--- src/rtl/rpc_pkt_pkg.sv ---
package rpc_pkt_pkg;
    localparam int PKT_BYTES = 16;
    localparam int PKT_W     = 8 * PKT_BYTES;
    localparam int TS_W      = 24;
    localparam int FATAL_W   = 9;
    localparam int RECOV_W   = 5;
    localparam int HIT_LO    = 4;
    localparam int HIT_N     = 10;

    // fatal vector bit positions
    localparam int F_SUM   = 5;
    localparam int F_ZTS   = 6;
    localparam int F_LATE  = 7;
    localparam int F_TRIG  = 8;
    // recoverable vector bit positions
    localparam int R_EARLY = 0;
    localparam int R_MISS  = 1;
    localparam int R_DUP   = 2;
    localparam int R_LTRIG = 3;
    localparam int R_LDATA = 4;
endpackage

--- src/rtl/pkt_assembler.sv ---
module pkt_assembler
    import rpc_pkt_pkg::*;
(
    input  logic             clk,
    input  logic             rst_n,
    input  logic             in_valid,
    input  logic [7:0]       in_data,
    output logic             pkt_done,
    output logic [PKT_W-1:0] pkt_flat
);
    localparam int CNT_W = $clog2(PKT_BYTES);
    localparam logic [CNT_W-1:0] LAST_IDX = CNT_W'(PKT_BYTES - 1);

    typedef struct packed {
        logic [CNT_W-1:0] cnt;
        logic [PKT_W-9:0] held;
    } asm_t;

    asm_t q, d;

    always_comb begin
        d = q;
        if (in_valid) begin
            if (q.cnt == LAST_IDX) begin
                d.cnt = '0;
            end else begin
                d.cnt = q.cnt + 1'b1;
                d.held[8*q.cnt +: 8] = in_data;
            end
        end
    end

    always_ff @(posedge clk or negedge rst_n) begin
        if (!rst_n) q <= '0;
        else        q <= d;
    end

    assign pkt_done = in_valid && (q.cnt == LAST_IDX);
    assign pkt_flat = {in_data, q.held};

    AST_CNT_WRAP: assert property (@(posedge clk) disable iff (!rst_n)
        (in_valid && q.cnt == LAST_IDX) |=> (q.cnt == '0));
    AST_CNT_IDLE: assert property (@(posedge clk) disable iff (!rst_n)
        !in_valid |=> $stable(q.cnt));
endmodule

--- src/rtl/pkt_content_chk.sv ---
module pkt_content_chk
    import rpc_pkt_pkg::*;
(
    input  logic [PKT_W-1:0] pkt,
    input  logic [TS_W-1:0]  exp_ts,
    output logic [TS_W-1:0]  ts,
    output logic             is_trig,
    output logic [4:0]       conc_id,
    output logic             sum_err,
    output logic             trig_err,
    output logic             zero_ts,
    output logic             ts_late,
    output logic             ts_early
);
    logic [7:0] acc;
    logic       others_nz;

    always_comb begin
        acc = '0;
        for (int k = 0; k < PKT_BYTES - 1; k++) begin
            acc = acc + pkt[8*k +: 8];
        end
        ts        = {pkt[15:8], pkt[23:16], pkt[31:24]};
        is_trig   = pkt[7];
        conc_id   = pkt[4:0];
        sum_err   = (acc != pkt[PKT_W-1 -: 8]) || (pkt[6:5] != 2'b00);
        trig_err  = pkt[8*(PKT_BYTES-2) + 7]
                    && (pkt[8*HIT_LO +: 8*HIT_N] != {(8*HIT_N){1'b1}});
        others_nz = (pkt[7:0] != 8'h00) || (pkt[PKT_W-1:32] != '0);
        zero_ts   = (ts == '0) && others_nz;
        ts_late   = (ts != '0) && (ts > exp_ts);
        ts_early  = (ts != '0) && (ts < exp_ts);
    end
endmodule

--- src/rtl/rpc_pkt_classifier.sv ---
module rpc_pkt_classifier
    import rpc_pkt_pkg::*;
#(
    parameter int NUM_CONC = 4
) (
    input  logic                clk,
    input  logic                rst_n,
    input  logic                in_valid,
    output logic                in_ready,
    input  logic [7:0]          in_data,
    input  logic                evt_start,
    input  logic [TS_W-1:0]     evt_ts,
    output logic                out_valid,
    output logic [7:0]          out_data,
    output logic                out_last,
    output logic [FATAL_W-1:0]  fatal_err,
    output logic [RECOV_W-1:0]  recov_err
);
    localparam int IDX_W = (NUM_CONC > 1) ? $clog2(NUM_CONC) : 1;
    localparam logic [5:0] CONC_LIM = 6'(NUM_CONC);
    localparam logic [NUM_CONC-1:0] ALL_CONC = {NUM_CONC{1'b1}};

    typedef struct packed {
        logic                out_valid;
        logic [7:0]          out_data;
        logic                out_last;
        logic [FATAL_W-1:0]  fatal;
        logic [RECOV_W-1:0]  recov;
        logic [TS_W-1:0]     exp_ts;
        logic [TS_W-1:0]     prev_ts;
        logic                evt_ok;
        logic                prev_ok;
        logic [NUM_CONC-1:0] trig_mask;
        logic                data_seen;
        logic                dup_ok;
        logic [PKT_W-1:0]    dup_pkt;
    } cls_t;

    cls_t q, d;

    logic             pkt_done;
    logic [PKT_W-1:0] pkt_flat;
    logic [TS_W-1:0]  exp_eff;
    logic [TS_W-1:0]  pkt_ts;
    logic             is_trig, sum_err, trig_err, zero_ts, ts_late, ts_early;
    logic [4:0]       conc_id;
    logic             late_data;

    pkt_assembler u_asm (
        .clk      (clk),
        .rst_n    (rst_n),
        .in_valid (in_valid),
        .in_data  (in_data),
        .pkt_done (pkt_done),
        .pkt_flat (pkt_flat)
    );

    assign exp_eff = evt_start ? evt_ts : q.exp_ts;

    pkt_content_chk u_chk (
        .pkt      (pkt_flat),
        .exp_ts   (exp_eff),
        .ts       (pkt_ts),
        .is_trig  (is_trig),
        .conc_id  (conc_id),
        .sum_err  (sum_err),
        .trig_err (trig_err),
        .zero_ts  (zero_ts),
        .ts_late  (ts_late),
        .ts_early (ts_early)
    );

    always_comb begin
        d = q;
        d.out_valid = in_valid;
        d.out_last  = 1'b0;
        if (in_valid) d.out_data = in_data;

        // event strobe acts before a packet completing in the same cycle
        if (evt_start) begin
            d.prev_ts   = q.exp_ts;
            d.prev_ok   = q.evt_ok;
            d.exp_ts    = evt_ts;
            d.evt_ok    = 1'b1;
            d.trig_mask = '0;
            d.data_seen = 1'b0;
            d.dup_ok    = 1'b0;
        end

        late_data = !is_trig && d.prev_ok && (pkt_ts == d.prev_ts)
                    && (pkt_ts != d.exp_ts);

        if (pkt_done) begin
            d.out_last = 1'b1;
            d.fatal    = '0;
            d.recov    = '0;
            d.fatal[F_SUM]  = sum_err;
            d.fatal[F_ZTS]  = zero_ts;
            d.fatal[F_LATE] = ts_late && !late_data;
            d.fatal[F_TRIG] = trig_err;
            d.recov[R_EARLY] = ts_early && !late_data;
            d.recov[R_DUP]   = d.dup_ok && (pkt_flat == d.dup_pkt);
            d.recov[R_LDATA] = late_data;
            if (is_trig) begin
                d.recov[R_LTRIG] = d.data_seen;
                if ({1'b0, conc_id} < CONC_LIM) d.trig_mask[conc_id[IDX_W-1:0]] = 1'b1;
            end else if (!late_data) begin
                d.recov[R_MISS] = (d.trig_mask != '0) && (d.trig_mask != ALL_CONC);
                d.data_seen     = 1'b1;
            end
            d.dup_pkt = pkt_flat;
            d.dup_ok  = 1'b1;
        end
    end

    always_ff @(posedge clk or negedge rst_n) begin
        if (!rst_n) q <= '0;
        else        q <= d;
    end

    assign in_ready  = 1'b1;
    assign out_valid = q.out_valid;
    assign out_data  = q.out_data;
    assign out_last  = q.out_last;
    assign fatal_err = q.fatal;
    assign recov_err = q.recov;

    AST_LAST_WITH_VALID: assert property (@(posedge clk) disable iff (!rst_n)
        out_last |-> out_valid);
    AST_FLAGS_HELD: assert property (@(posedge clk) disable iff (!rst_n)
        !out_last |-> ($stable(fatal_err) && $stable(recov_err)));
    AST_TRIG_AT_LAST: assert property (@(posedge clk) disable iff (!rst_n)
        $rose(fatal_err[F_TRIG]) |-> out_last);
    AST_TS_EXCLUSIVE: assert property (@(posedge clk) disable iff (!rst_n)
        !(fatal_err[F_LATE] && recov_err[R_EARLY]));
    AST_SOF_CLEARS_DUP: assert property (@(posedge clk) disable iff (!rst_n)
        (evt_start && !pkt_done) |=> !q.dup_ok);
    AST_SOF_CLEARS_SEEN: assert property (@(posedge clk) disable iff (!rst_n)
        (evt_start && !pkt_done) |=> !q.data_seen);
    AST_LATE_NOT_EARLY: assert property (@(posedge clk) disable iff (!rst_n)
        recov_err[R_LDATA] |-> (!recov_err[R_EARLY] && !fatal_err[F_LATE]));
endmodule

--- config.mk ---
export PLATFORM = sky130hd
export DESIGN_NAME = rpc_pkt_classifier
export DESIGN_NICKNAME = d
export VERILOG_FILES = /design/src/rtl/rpc_pkt_pkg.sv /design/src/rtl/pkt_assembler.sv /design/src/rtl/pkt_content_chk.sv /design/src/rtl/rpc_pkt_classifier.sv
export SDC_FILE = /design/constraint.sdc
export NUM_CORES = 1
export LEC_CHECK = 0
export BUFFER_PORTS_ARGS = -buffer_cell sky130_fd_sc_hd__buf_2
export CORE_ASPECT_RATIO = 2
export CORE_UTILIZATION = 40
export DETAILED_ROUTE_END_ITERATION = 8
export PLACE_DENSITY = 0.56
export SYNTH_ARGS = -nofsm -noshare
export SYNTH_HDL_FRONTEND = slang
export SYNTH_SLANG_ARGS = --single-unit
export TNS_END_PERCENT = 1
--- constraint.sdc ---
create_clock -name clk -period 16 [get_ports clk]
set_input_delay 0.8 -clock clk [delete_from_list [all_inputs] [get_ports clk]]
set_output_delay 0.8 -clock clk [all_outputs]
set_load 0.02 [all_outputs]
* Yosys cells after proc, flatten, opt, wreduce, memory -nomap -nowiden
Cells that the tools add are included.
** Cells by class
- Add/subtract/negate cells :: 16
- $lt $le $gt $ge :: 5
- Equal/unequal tests :: 7
- Shifts and indexed selects :: 2
- Multiplexer cells :: 15
- Bitwise operators :: 2
- Reduce and logical (&&, ||, !) cells :: 24
** Operators by type and width (count)
- 134-bit 2-to-1 mux :: 1
- 128-bit equality test :: 1
- 120-bit bitwise mux :: 1
- 8-bit by 34-bit variable shift with 120-bit output, first input constant :: 1
- 8-bit by 34-bit indexed part select with 120-bit output :: 1
- 8-bit adder :: 14
- 96-bit nonzero test :: 1
- 80-bit != test, second input constant :: 1
- 56-bit 2-to-1 mux :: 1
- 7-bit negator with 34-bit output :: 1
- 24-bit equality test :: 1
- 24-bit > comparator :: 1
- 24-bit logical NOT :: 1
- 24-bit < comparator :: 1
- 24-bit 2-to-1 mux :: 1
- 24-bit != test :: 1
- 24-bit nonzero test :: 1
- 15-bit 2-to-1 mux :: 1
- 1-bit logical AND :: 13
- 4-bit 2-to-1 mux :: 3
- 8-bit != test :: 1
- 8-bit nonzero test :: 1
- 1-bit 2-to-1 mux :: 6
- 5-bit by 3-bit < comparator with 1-bit output, second input constant :: 1
- other kinds (13) :: 15
** Storage, ports and cells
- Register bits :: 327
- Input bits :: 36
- Output and inout bits :: 25
- Logic and storage cells :: 86

* Longest topological paths before layout
- Depth after elaboration :: 17
- Mapped depth :: 19
- Gate-level depth less buffers :: 19

* Modules after synthesis
Synthesis repeated with hierarchy kept, for this count alone.
** Unflattened totals
- Cell total of the unflattened synthesis :: 1578
- Area total of the unflattened synthesis :: 19399.9 µm²
** By module, submodules not included
- rpc_pkt_classifier :: times used 1, cells each 717, area an instance 9651.8 µm², sequential area each 5079.9 µm²
- pkt_assembler :: times used 1, cells each 458, area an instance 6010.8 µm², sequential area each 3103.0 µm²
- pkt_content_chk :: times used 1, cells each 403, area an instance 3737.3 µm², sequential area each 0.0 µm²

* Least setup slack after synthesis
Ideal clock, no wire load.
- Path type :: register to register
- Start :: register u_asm.q, in the netlist u_asm.pkt_flat[10]
- End :: register q, in the netlist fatal_err[5]
- Setup time :: 0.128 ns
- Arrival :: 5.159 ns
- Required time :: 15.872 ns
- Setup slack :: 10.713 ns
- Cell stages (with the launch flop) :: 16
- Path buffers :: 0
- Clock period less this slack :: 5.287 ns
- Cell sequence :: dfrtp_1 -> fa_1 -> inv_1 -> fa_1 -> fa_1 -> fa_1 -> inv_1 -> fa_1 -> fa_1 -> ha_1 -> fa_1 -> xnor2_1 -> nand4_1 -> or4_1 -> nor4_1 -> a21oi_1
** On the way
- Word-level cells in the longest chain between the ends :: 16
** Ends and longest elaborated chain
- start: declaration :: line pkt_assembler.sv:19 : asm_t q, d;
- start signal: assignment :: line pkt_assembler.sv:34 : if (!rst_n) q <= '0;
- start signal: assignment :: line pkt_assembler.sv:35 : else q <= d;
- 8-bit adder (14 in series) :: line pkt_content_chk.sv:21 : acc = acc + pkt[8*k +: 8];
- 8-bit != test :: line pkt_content_chk.sv:26 : sum_err = (acc != pkt[PKT_W-1 -: 8]) || (pkt[6:5] != 2'b00);
- 1-bit logical OR :: line pkt_content_chk.sv:26
- end signal: assignment :: line rpc_pkt_classifier.sv:117 : if (!rst_n) q <= '0;
- end signal: assignment :: line rpc_pkt_classifier.sv:118 : else q <= d;
- end: declaration :: line rpc_pkt_classifier.sv:39 : cls_t q, d;
Every way passes these cells.
A chain may end at the register's enable or synchronous reset.

* Worst setup path in the final report
- Start :: register u_asm.q, in the netlist u_asm.pkt_flat[18]
- End :: register q, in the netlist fatal_err[5]
** On the way
- Word-level cells in the longest chain between the ends :: 15
** Ends and longest elaborated chain (line)
- 8-bit adder (13 in series) :: pkt_content_chk.sv:21
- 8-bit != test :: pkt_content_chk.sv:26
- 1-bit logical OR :: pkt_content_chk.sv:26
Every way passes these cells.

==> summary.md <==
| Metric | Value |
|---|---|
| Net count, final | `1,968` |
| Worst setup SP type | `register` |
| Final Cycle Share | `0.364` |
| Clk_skew | `36.4 ps` |
| Final setup TNS | `0 ps` |
| Row count | `109` |
| CP Class | `reg -> reg` |
| CP max-delay cell | `fa_1` |
| Post-CTS repair timing setup buffer count | `0` |
| FF+latch count, synth | `327` |
| Yosys Warn Count | `0` |
| Commonest non-fill, non-tap cell in the layout | `nand2_1` |
| Largest net degree at the start of global routing | `79` |
| Post-Syn Area | `0.0180 sq mm` |
| Top FF cell, synth | `dfrtp_1` |
| CP arrival | `6300 ps` |
| Max Slew Vio Count | `0` |
| Via density | `5.62` |
| # fillers | `4,328` |
| Critical Path End Type | `register` |
| HP Class | `in -> async` |
| Max stage delay on crit path | `610 ps` |
| Max_cap viols | `0` |
| Detail Route Antenna Nets | `0` |
| Tot GR Track Use | `0.298` |
| Number of global-route vias before repair | `13,900` |
| Outcome | `finished clean` |
| Post-synth top area share | `0.456` |
| R2R Setup Slk | `10,170 ps` |
| Core area | `0.0442 sq mm` |
| Slew at the pin closest to its max-slew limit | `1210 ps` |
| CTS Buf Count | `31` |
| I/O pin total | `61` |
| Post-DP HPWL | `51,300 microns` |
| Initial drt markers | `906` |
| Seq/Total Area, Yosys | `0.456` |
| Most used cell, CP | `fa_1` |
| Worst-path maximum fanout | `8` |
| R2r worst-path depth | `15` |
| Placed instance area | `0.0186 sq mm` |
| Share of cells above drive strength 1 | `0.0955` |
| Starting density of the core | `0.406` |
| Top cells by area, synth | `dfrtp_1 46%, fa_1 9.0%, nand2_1 8.5%, xnor2_1 3.6%, xor2_1 3.4%` |
| Root Buffer | `clkbuf_16` |
| Final WS setup | `10,170 ps` |
| Non-filler cells, final | `2,387` |
| TritonCTS clock tree | `yes` |
| CTS max path bufs | `3` |
| Global-route wire length before repair | `97,200 microns` |
| Clk sinks | `327` |
| Chip Height | `302 microns` |
| Crit Reg-Reg Startpoint | `u_asm.pkt_flat[18]` |
| Resized Gates After CTS | `0` |
| Final setup fails | `0` |
| GRT overflow | `0` |
| Detailed Route WL | `66,500 microns` |
| Htree depth | `1` |
| Gpl congestion | `0.974` |
| Commonest non-fill, non-tap cells in the layout | `406 x nand2_1, 327 x dfrtp_1, 162 x inv_1, 86 x o21ai_1, 81 x fa_1` |
| Die Wd | `152 microns` |
| 1st-pass router iterations | `5` |
| Syn Area/Cell | `9.99 sq um` |
| Sequence of cells on the critical path | `fa_1 > inv_1 > fa_1 > fa_1 > fa_1 > inv_1 > fa_1 > fa_1 > ha_1 > fa_1 > xnor2_1 > nand4_1 > or4_1 > nor4_1 > a21oi_1` |
| Initial antenna violation count | `0` |
| DR vias | `13,400` |
| RSZ-0062 raised after global routing | `no` |
| Relative slew slack | `0.185` |
| Reg-to-reg critical path endpoint | `fatal_err[5]` |
| CP required | `16,470 ps` |
| Max Clk Rate | `172 MHz` |
| CTS Hold Bufs | `0` |
| N_diodes | `0` |
| Minimum clock period | `5830 ps` |
| Cell taking the most area after synthesis | `dfrtp_1` |
| Fin. Hold Viols | `0` |
| Worst-skew pair later-pin latency | `610 ps` |
| Die area | `0.0458 sq mm` |
| Dpl ws | `10,230 ps` |
| Post-placement cell count | `2,332` |
| Cells after synthesis | `1,797` |
| Remaining DRCs | `0` |
| Clock Pin Slew Worst Setup and Hold Paths | `70 ps` |
| PortBufs | `54` |
| Cell area after layout | `0.0197 sq mm` |
| Post-synthesis async set-or-reset flop share | `1.00` |
| EDFF count, synth | `0` |
| P&R area growth vs syn | `9.60%` |
| Drt wl/cell | `27.9 microns` |
| Synth cell types | `59` |
-- stage by stage --
step           utilization  hold slack, ps
2_1_floorplan            -             433
3_3_place_gp         0.421             449
3_5_place_dp         0.421             456
4_1_cts              0.445             205
5_1_grt              0.445             254
6_report             0.445             192
-- final cells by class --
type / count / area (sq um) / share of cell area
clock buffer: 42 / 917 / 0.0466
sequential: 327 / 8180 / 0.416
inverter: 164 / 618 / 0.0314
timing repair buffer: 74 / 430 / 0.0219
clock inverter: 13 / 143 / 0.00725
multi-input combinational: 1212 / 8700 / 0.442
tap: 555 / 694 / 0.0353
-- kinds of logic (layout without fill, tap and decap cells) --
kind of cell / Yosys count / count (layout) / share of synthesized area
simple gates: 609 / 609 / 0.154
flops: 327 / 327 / 0.456
buf+inv: 262 / 293 / 0.0615
compound gates: 234 / 234 / 0.0780
xor+xnor: 144 / 144 / 0.0702
fa+ha+maj: 122 / 122 / 0.119
mux: 97 / 97 / 0.0613
other cells: 2 / 6 / 0.000418
-- layer usage --
metal	global-route usage	share of wire	wire, microns	vias up
li1	-	-	-	5974
met1	0.303	0.33	22200	6686
met2	0.531	0.51	34100	522
met3	0.0351	0.044	2910	241
met4	0.278	0.11	7340	0
met5	0	0	0	-
-- critical path, delay by kind of cell (launching register included) --
family	cells	cell delay, ps
and+or+nand+nor	3	700
DFF	1	530
xor gates and xnor gates	1	120
adders and majority gates	8	4070
AOI/OAI and AO/OA	1	110
buffers and inverters	2	140
-- cells in the mapped netlist, types with 3 or more instances --
| library cell | n |
|---|---|
| nand2_1 | 406 |
| dfrtp_1 | 327 |
| inv_1 | 162 |
| o21ai_1 | 86 |
| fa_1 | 81 |
| xnor2_1 | 74 |
| xor2_1 | 70 |
| o21ai_0 | 61 |
| nor4_1 | 59 |
| nand4_1 | 49 |
| clkbuf_1 | 48 |
| mux2_1 | 44 |
| ha_1 | 41 |
| buf_4 | 24 |
| mux2i_1 | 23 |
| o22ai_1 | 21 |
| mux2_2 | 20 |
| nand3_1 | 18 |
| nor3_1 | 14 |
| buf_2 | 13 |
| nor2_1 | 13 |
| a21oi_1 | 11 |
| buf_1 | 11 |
| mux2_4 | 10 |
| a221oi_1 | 9 |
| a22o_1 | 9 |
| and2_1 | 9 |
| nand2b_1 | 9 |
| and3_1 | 8 |
| o2bb2ai_1 | 8 |
| a21o_1 | 5 |
| nand2_2 | 4 |
| nor2b_1 | 4 |
| o2111ai_1 | 4 |
| o21a_1 | 3 |
| o31ai_1 | 3 |
| o41ai_1 | 3 |
| or4_1 | 3 |
-- registers in the layout, indices dropped and copies added, names as in the netlist --
name / count
q: 184
out_valid: 1
out_data: 8
fatal_err: 4
out_last: 1
u_asm.q: 4
u_asm.pkt_flat: 120
recov_err: 5
-- worst max path at each step --
stage | from | endpoint | slack (ps) | cells past startpoint
global route | u_asm.pkt_flat[18] | fatal_err[5] | 10000 | 15
CTS | u_asm.pkt_flat[18] | fatal_err[5] | 10160 | 15
detailed placement | u_asm.pkt_flat[10] | fatal_err[5] | 10230 | 15
global placement | u_asm.pkt_flat[10] | fatal_err[5] | 10250 | 15
finish | u_asm.pkt_flat[18] | fatal_err[5] | 10170 | 15
floorplan | u_asm.pkt_flat[10] | fatal_err[5] | 10710 | 15
Power is left out: the tool's default activity adds up to more than one toggle a clock period on the data nets, which glitch-free logic cannot reach.
